File: config.mk
export PLATFORM = sky130hd
export DESIGN_NAME = spec_dfe_hr
export DESIGN_NICKNAME = d
export VERILOG_FILES = /design/src/rtl/spec_dfe_pkg.sv /design/src/rtl/spec_dfe_slicer_pair.sv /design/src/rtl/spec_dfe_lane_chain.sv /design/src/rtl/spec_dfe_dec_reg.sv /design/src/rtl/spec_dfe_hr.sv
export SDC_FILE = /design/constraint.sdc
export NUM_CORES = 1
export LEC_CHECK = 0
export BUFFER_PORTS_ARGS = -buffer_cell sky130_fd_sc_hd__buf_2
export CELL_PAD_IN_SITES_DETAIL_PLACEMENT = 1
export CELL_PAD_IN_SITES_GLOBAL_PLACEMENT = 1
export CORE_AREA = 2 2 60 62
export DETAILED_ROUTE_END_ITERATION = 10
export DIE_AREA = 0 0 62 64
export GPL_ROUTABILITY_DRIVEN = 0
export GPL_TIMING_DRIVEN = 1
export PLACE_DENSITY = 0.79
export SETUP_SLACK_MARGIN = 0.15
export SYNTH_ARGS = -nofsm -noshare
export SYNTH_HDL_FRONTEND = slang
export SYNTH_SLANG_ARGS = --single-unit
File: constraint.sdc
create_clock -name clk -period 3.9 [get_ports clk]
set_input_delay 0.585 -clock clk [delete_from_list [all_inputs] [get_ports clk]]
set_output_delay 0.585 -clock clk [all_outputs]
set_load 0.005 [all_outputs]
File: src/rtl/spec_dfe_pkg.sv
package spec_dfe_pkg;

   typedef enum logic {
      DEC_NEG = 1'b0,
      DEC_POS = 1'b1
   } dec_e;

   function automatic int cmp_width(input int samp_w, input int tap_w);
      int m;
      m = (samp_w > tap_w) ? samp_w : tap_w;
      return m + 2;
   endfunction

endpackage

File: src/rtl/spec_dfe_slicer_pair.sv
module spec_dfe_slicer_pair #(
   parameter int SAMPLE_W = 8,
   parameter int TAP_W    = 8
) (
   input  logic signed [SAMPLE_W-1:0] samp_i,
   input  logic signed [TAP_W-1:0]    w1_i,
   output logic                       dec_if_pos_o,
   output logic                       dec_if_neg_o
);
   import spec_dfe_pkg::*;

   localparam int CW = cmp_width(SAMPLE_W, TAP_W);

   logic signed [CW-1:0] y_ext;
   logic signed [CW-1:0] w_ext;
   logic signed [CW-1:0] w_neg;

   always_comb begin
      y_ext = CW'(samp_i);
      w_ext = CW'(w1_i);
      w_neg = -w_ext;
   end

   // history +1: slice y - w1 ; zero counts as +1
   assign dec_if_pos_o = (y_ext >= w_ext) ? DEC_POS : DEC_NEG;
   // history -1: slice y + w1 ; zero counts as +1
   assign dec_if_neg_o = (y_ext >= w_neg) ? DEC_POS : DEC_NEG;

endmodule

File: src/rtl/spec_dfe_lane_chain.sv
module spec_dfe_lane_chain #(
   parameter int LANES = 2
) (
   input  logic             prev_i,
   input  logic [LANES-1:0] cand_pos_i,
   input  logic [LANES-1:0] cand_neg_i,
   output logic [LANES-1:0] dec_o
);

   always_comb begin
      logic sel;
      sel = prev_i;
      for (int i = 0; i < LANES; i++) begin
         dec_o[i] = sel ? cand_pos_i[i] : cand_neg_i[i];
         sel      = dec_o[i];
      end
   end

endmodule

File: src/rtl/spec_dfe_dec_reg.sv
module spec_dfe_dec_reg #(
   parameter int LANES     = 2,
   parameter bit PREV_INIT = 1'b1
) (
   input  logic             clk,
   input  logic             rst_n,
   input  logic             load_i,
   input  logic [LANES-1:0] dec_i,
   output logic [LANES-1:0] dec_o,
   output logic             valid_o,
   output logic             prev_o
);

   always_ff @(posedge clk) begin
      if (!rst_n) begin
         dec_o   <= '0;
         valid_o <= 1'b0;
         prev_o  <= PREV_INIT;
      end else begin
         valid_o <= load_i;
         if (load_i) begin
            dec_o  <= dec_i;
            prev_o <= dec_i[LANES-1];
         end
      end
   end

   a_r1_valid_follows : assert property (@(posedge clk) disable iff (!rst_n)
      load_i |=> valid_o);
   a_r1_valid_idle : assert property (@(posedge clk) disable iff (!rst_n)
      !load_i |=> !valid_o);
   a_r7_hold_idle : assert property (@(posedge clk) disable iff (!rst_n)
      !load_i |=> ($stable(dec_o) && $stable(prev_o)));

endmodule

File: src/rtl/spec_dfe_hr.sv
module spec_dfe_hr #(
   parameter int SAMPLE_W  = 8,
   parameter int TAP_W     = 8,
   parameter int LANES     = 2,
   parameter bit PREV_INIT = 1'b1
) (
   input  logic                      clk,
   input  logic                      rst_n,
   input  logic                      samp_valid_i,
   input  logic [LANES*SAMPLE_W-1:0] samp_i,
   input  logic signed [TAP_W-1:0]   w1_i,
   output logic [LANES-1:0]          dec_o,
   output logic                      dec_valid_o
);

   generate
      if (SAMPLE_W < 2) begin : g_bad_sw
         $error("SAMPLE_W must be at least 2");
      end
      if (TAP_W < 2) begin : g_bad_tw
         $error("TAP_W must be at least 2");
      end
      if (LANES < 1) begin : g_bad_lanes
         $error("LANES must be at least 1");
      end
   endgenerate

   logic [LANES-1:0] cand_pos;
   logic [LANES-1:0] cand_neg;
   logic [LANES-1:0] dec_next;
   logic             prev_dec;

   genvar gi;
   generate
      for (gi = 0; gi < LANES; gi++) begin : g_lane
         spec_dfe_slicer_pair #(
            .SAMPLE_W (SAMPLE_W),
            .TAP_W    (TAP_W)
         ) u_slice (
            .samp_i       (samp_i[gi*SAMPLE_W +: SAMPLE_W]),
            .w1_i         (w1_i),
            .dec_if_pos_o (cand_pos[gi]),
            .dec_if_neg_o (cand_neg[gi])
         );

         // when both candidates agree, the history cannot matter
         a_r2_agree : assert property (@(posedge clk) disable iff (!rst_n)
            (samp_valid_i && (cand_pos[gi] == cand_neg[gi]))
               |=> (dec_o[gi] == $past(cand_pos[gi])));

         // with w1 >= 0 the -w1 threshold is never above +w1
         a_r3_order : assert property (@(posedge clk) disable iff (!rst_n)
            (samp_valid_i && (w1_i >= 0) && cand_pos[gi]) |-> cand_neg[gi]);
      end
   endgenerate

   spec_dfe_lane_chain #(
      .LANES (LANES)
   ) u_chain (
      .prev_i     (prev_dec),
      .cand_pos_i (cand_pos),
      .cand_neg_i (cand_neg),
      .dec_o      (dec_next)
   );

   spec_dfe_dec_reg #(
      .LANES     (LANES),
      .PREV_INIT (PREV_INIT)
   ) u_reg (
      .clk     (clk),
      .rst_n   (rst_n),
      .load_i  (samp_valid_i),
      .dec_i   (dec_next),
      .dec_o   (dec_o),
      .valid_o (dec_valid_o),
      .prev_o  (prev_dec)
   );

   // lane 0 of a group follows the history left by the last lane
   a_r5_history : assert property (@(posedge clk) disable iff (!rst_n)
      samp_valid_i |=> (prev_dec == dec_o[LANES-1]));

endmodule

# ---- Yosys cells after proc, flatten, opt, wreduce, memory -nomap -nowiden
# Cells that the tools add are included.
dict set report word_totals {
  ff_bits 4
  input_bits 27
  output_inout_bits 3
}
dict set report op_classes {
  addsub 1
  magnitude_cmp 4
  mux 6
}
# operator count
set op_table {}
lappend op_table {{greater-or-equal comparator 8 x 10 -> 1 bit} 2}
lappend op_table {{greater-or-equal comparator 8 bit} 2}
lappend op_table {{negator 8 -> 10 bit} 1}
lappend op_table {{2-to-1 mux 1 bit} 6}

# ---- Depth between registers and ports, before layout
dict set report depth {
  depth_word 5
  depth_mapped 11
  ltp_nobuf 11
}

# ---- Modules after synthesis
# Synthesis repeated with hierarchy kept, for this count alone.
dict set report unflattened {
  hier_cells 147
  area_unflattened_um2 1179.9
}
# module instances cells_each area_per_inst_um2 seq_area_each_um2
set modules_own_cells {}
lappend modules_own_cells {{spec_dfe_slicer_pair (g_lane[0].u_slice)} 1 67 513.0 0.0}
lappend modules_own_cells {{spec_dfe_slicer_pair (g_lane[1].u_slice)} 1 66 504.2 0.0}
lappend modules_own_cells {spec_dfe_dec_reg 1 12 132.6 80.1}
lappend modules_own_cells {spec_dfe_lane_chain 1 2 30.0 0.0}

# ---- Least setup slack after synthesis
# No wires, ideal clock.
dict set report synth_timing {
  kind {input port to flip-flop}
  startpoint {in w1_i[2]}
  endpoint {reg u_reg.prev_o}
  setup_ns 0.116
  arrival_ns 2.914
  path_slack_ns 0.870
  cell_stages 10
  n_path_buf 0
  cell_sequence {nor3_1 xnor2_1 ha_1 a21o_1 maj3_1 maj3_2 a21oi_1 nand3_1 or3_1 a31o_1}
}
dict set report synth_between {
  elab_chain_cells 5
  elab_cells_between_ends 11
}
# item line
set synth_rtl {}
lappend synth_rtl {{from (decl)} spec_dfe_hr.sv:11} ;# input logic signed [TAP_W-1:0] w1_i,
lappend synth_rtl {{negator 8 -> 10 bit} spec_dfe_slicer_pair.sv:21} ;# w_neg = -w_ext;
lappend synth_rtl {{greater-or-equal comparator 8 x 10 -> 1 bit} spec_dfe_slicer_pair.sv:27} ;# assign dec_if_neg_o = (y_ext >= w_neg) ? DEC_POS : DEC_NEG;
lappend synth_rtl {{2-to-1 mux 1 bit} spec_dfe_slicer_pair.sv:27}
lappend synth_rtl {{2-to-1 mux 1 bit} spec_dfe_lane_chain.sv:14} ;# dec_o[i] = sel ? cand_pos_i[i] : cand_neg_i[i];
lappend synth_rtl {{2-to-1 mux 1 bit (*)} spec_dfe_lane_chain.sv:14}
lappend synth_rtl {{to (signal assigned)} spec_dfe_dec_reg.sv:23} ;# prev_o <= dec_i[LANES-1];
lappend synth_rtl {{to (decl)} spec_dfe_dec_reg.sv:11} ;# output logic prev_o
# Every way passes the cells marked *; elsewhere a longest branch is shown, timed or not.
# A chain may end at the register's enable or synchronous reset.

# ---- Worst setup path after layout
# Same ends and word-level chain as after synthesis.

==> metrics <==
Lkg Pwr=0.701 nW; min Tclk post-route=3190 ps; Arr. time, crit path=3340 ps; Seq cells post-synth=4; CTS HTree Levels=1; routed vias=1311; Crit. End Element=flop; Placed Cells=227; global-route usage over all layers=20.8%; Non-Filler Instances=230; wire length per cell=16.0 um; Via density=5.70; vias in the first global route=1411; worst vdd ir=0.0000484 V; Cell Area, Placed=1420 um^2; setup TNS=0 ps; # resized after CTS=0; Core ar.=3280 um^2; clock-pin slew on the worst setup and hold paths=40 ps; Ports=30; post-route ant nets=0; number of synthesized flops with an enable pin=0; crit-path cells=buf_2 > nor3_1 > xnor2_1 > ha_1 > a21o_1 > maj3_1 > a221oi_2 > a2111o_1 > o211ai_2 > or3_1 > a31o_1; Detailed Routing Iterations Pass 1=4; max incr delay on CP=470 ps; CTS tree=done; share of synthesized registers carrying an async set or reset=0%; row count=21; die area=3970 um^2; Design Area, Final=1440 um^2; die extent in x=62 um; GRT Residual Overflow=0; Yosys warnings=0; RSZ-0062 raised after global routing=no; share of cells above drive strength 1=24.5%; most frequent cells in the layout=buf_2 (29), ha_1 (23), inv_1 (20); PortBufs=29; Avg Inst Size Synth=7.96 um^2; measured slew at the worst slew-check pin=535 ps; critical path type=in2reg; starting density of the core=37.3%; Place WS=480 ps; mapped cell area=1230 um^2; Final WS setup=706 ps; slew margin rel.=64.2%; Syn Nets=204; Area Growth Syn to Fin=17.8%; post-CTS setup repair buffer count=0; setup violators final=0; outcome=finished clean; slowest cell on the critical path=nor3_1; Worst Skew=6.47 ps; CP Max Fanout=6; count of pins over their slew limit=0; CP Data Required Time=4040 ps; Num CTS Buffers=3; Final Hold Fails=0; commonest non-fill, non-tap cell in the layout=buf_2; hpwl dp=3270 um; Max Fclk=313 MHz; hold buffers post-CTS=0; Root Buffer=clkbuf_4; DRC Markers=0; diode count=0; Post-synth top flop=dfxtp_1; Die Span Y=64 um; power density cells=182 nW/um^2; routed wire length=3670 um; Post-Syn Instances=154; DR iter-0 viols=60; register area share after synthesis=6.53%; Startpoint Class=primary input; Clock Latency Late Sink=250 ps; nets@finish=236; Clock Path Buffers=2; first-pass GRT wire length=6320 um; Hold Crit Class=reg2reg; final period utilization=81.9%; # clock sinks=4; pin count of the biggest net entering global routing=11; max-cap violation count=0; initial antenna violation count=0; Synth cell types=50
-- kinds of logic after synthesis --
group | share of synthesized area (%)
DFF | 6.53
xor gates and xnor gates | 10.0
buffers and inverters | 6.73
adders and majority gates | 26.0
and+or+nand+nor | 23.3
AOI/OAI and AO/OA | 27.5
-- Yosys cell counts, types with 2 or more instances --
cell	instances	area, um^2
nand4_1	2	12.5
inv_1	20	75.1
nand2b_1	4	25.0
o21ai_0	9	45.0
nor2_1	5	18.8
or3_1	3	18.8
o22a_1	2	17.5
dfxtp_1	4	80.1
nand3_1	3	15.0
nand2_1	11	41.3
maj3_1	2	20.0
a311oi_1	2	17.5
clkbuf_1	2	7.51
nor4_1	2	12.5
o211ai_1	2	15.0
nor4_2	2	25.0
ha_1	23	288
o22ai_1	3	18.8
nand3b_1	2	15.0
xnor2_1	6	52.6
xnor3_1	2	45.0
a21oi_1	12	60.1
a21o_1	4	30.0
-- worst max-delay path: cells and delay by family --
| family | cells | cell delay, ps |
|---|---|---|
| adder cells (fa/ha/maj) | 2 | 660 |
| XOR/XNOR | 1 | 220 |
| AND/OR/NAND/NOR | 2 | 850 |
| AO/OA/AOI/OAI | 5 | 870 |
| buffers and inverters | 1 | 140 |
-- metrics by stage --
step,hold WS (ps),utilization [%],power (mW)
5_1_grt,558,44.0,0.288
3_3_place_gp,485,43.3,0.197
2_1_floorplan,489,-,0.149
6_report,508,44.0,0.263
3_5_place_dp,516,43.3,0.207
4_1_cts,521,44.0,0.266
-- metal layers --
| layer | part of all wire [%] | track usage (%) | up-vias |
|---|---|---|---|
| met5 | 0 | 0 | - |
| met4 | 3.9 | 11.7 | 0 |
| met3 | 2.4 | 0.810 | 11 |
| met2 | 54 | 37.6 | 28 |
| met1 | 40 | 23.0 | 635 |
| li1 | - | - | 637 |
-- where the power goes --
part	leakage (nW)	total, mW	internal [mW]	switching, mW
clock	0.0138	0.0567	0.0347	0.0219
combinational	0.654	0.159	0.0714	0.0874
sequential	0.0333	0.0473	0.0450	0.00226
total	0.701	0.263	0.151	0.112
-- final cells by class --
cell class              count  area (um^2)
inverters                  20         75.1
clock buffers               3         22.5
fillers                   445         1840
flip-flops and latches      4         80.1
multi-input cells         128         1060
repair buffers             29          145
well taps                  46         57.6
-- path summary, 6_finish.rpt --
check | from | to | slack, ps | depth (start not counted)
setup / recovery | w1_i[2] | u_reg.prev_o | 710 | 11
hold / removal | u_reg.dec_o[0] | u_reg.dec_o[0] | 510 | 2
hold reg to reg | u_reg.dec_o[0] | u_reg.dec_o[0] | 510 | 2
setup reg to reg | u_reg.prev_o | u_reg.prev_o | 2300 | 7
-- flip-flops by register name, summed over array words and instances (netlist names) --
name / flops
u_reg.valid_o: 1
u_reg.prev_o: 1
u_reg.dec_o: 2
Note: power is estimated with default switching activity, not from simulation.
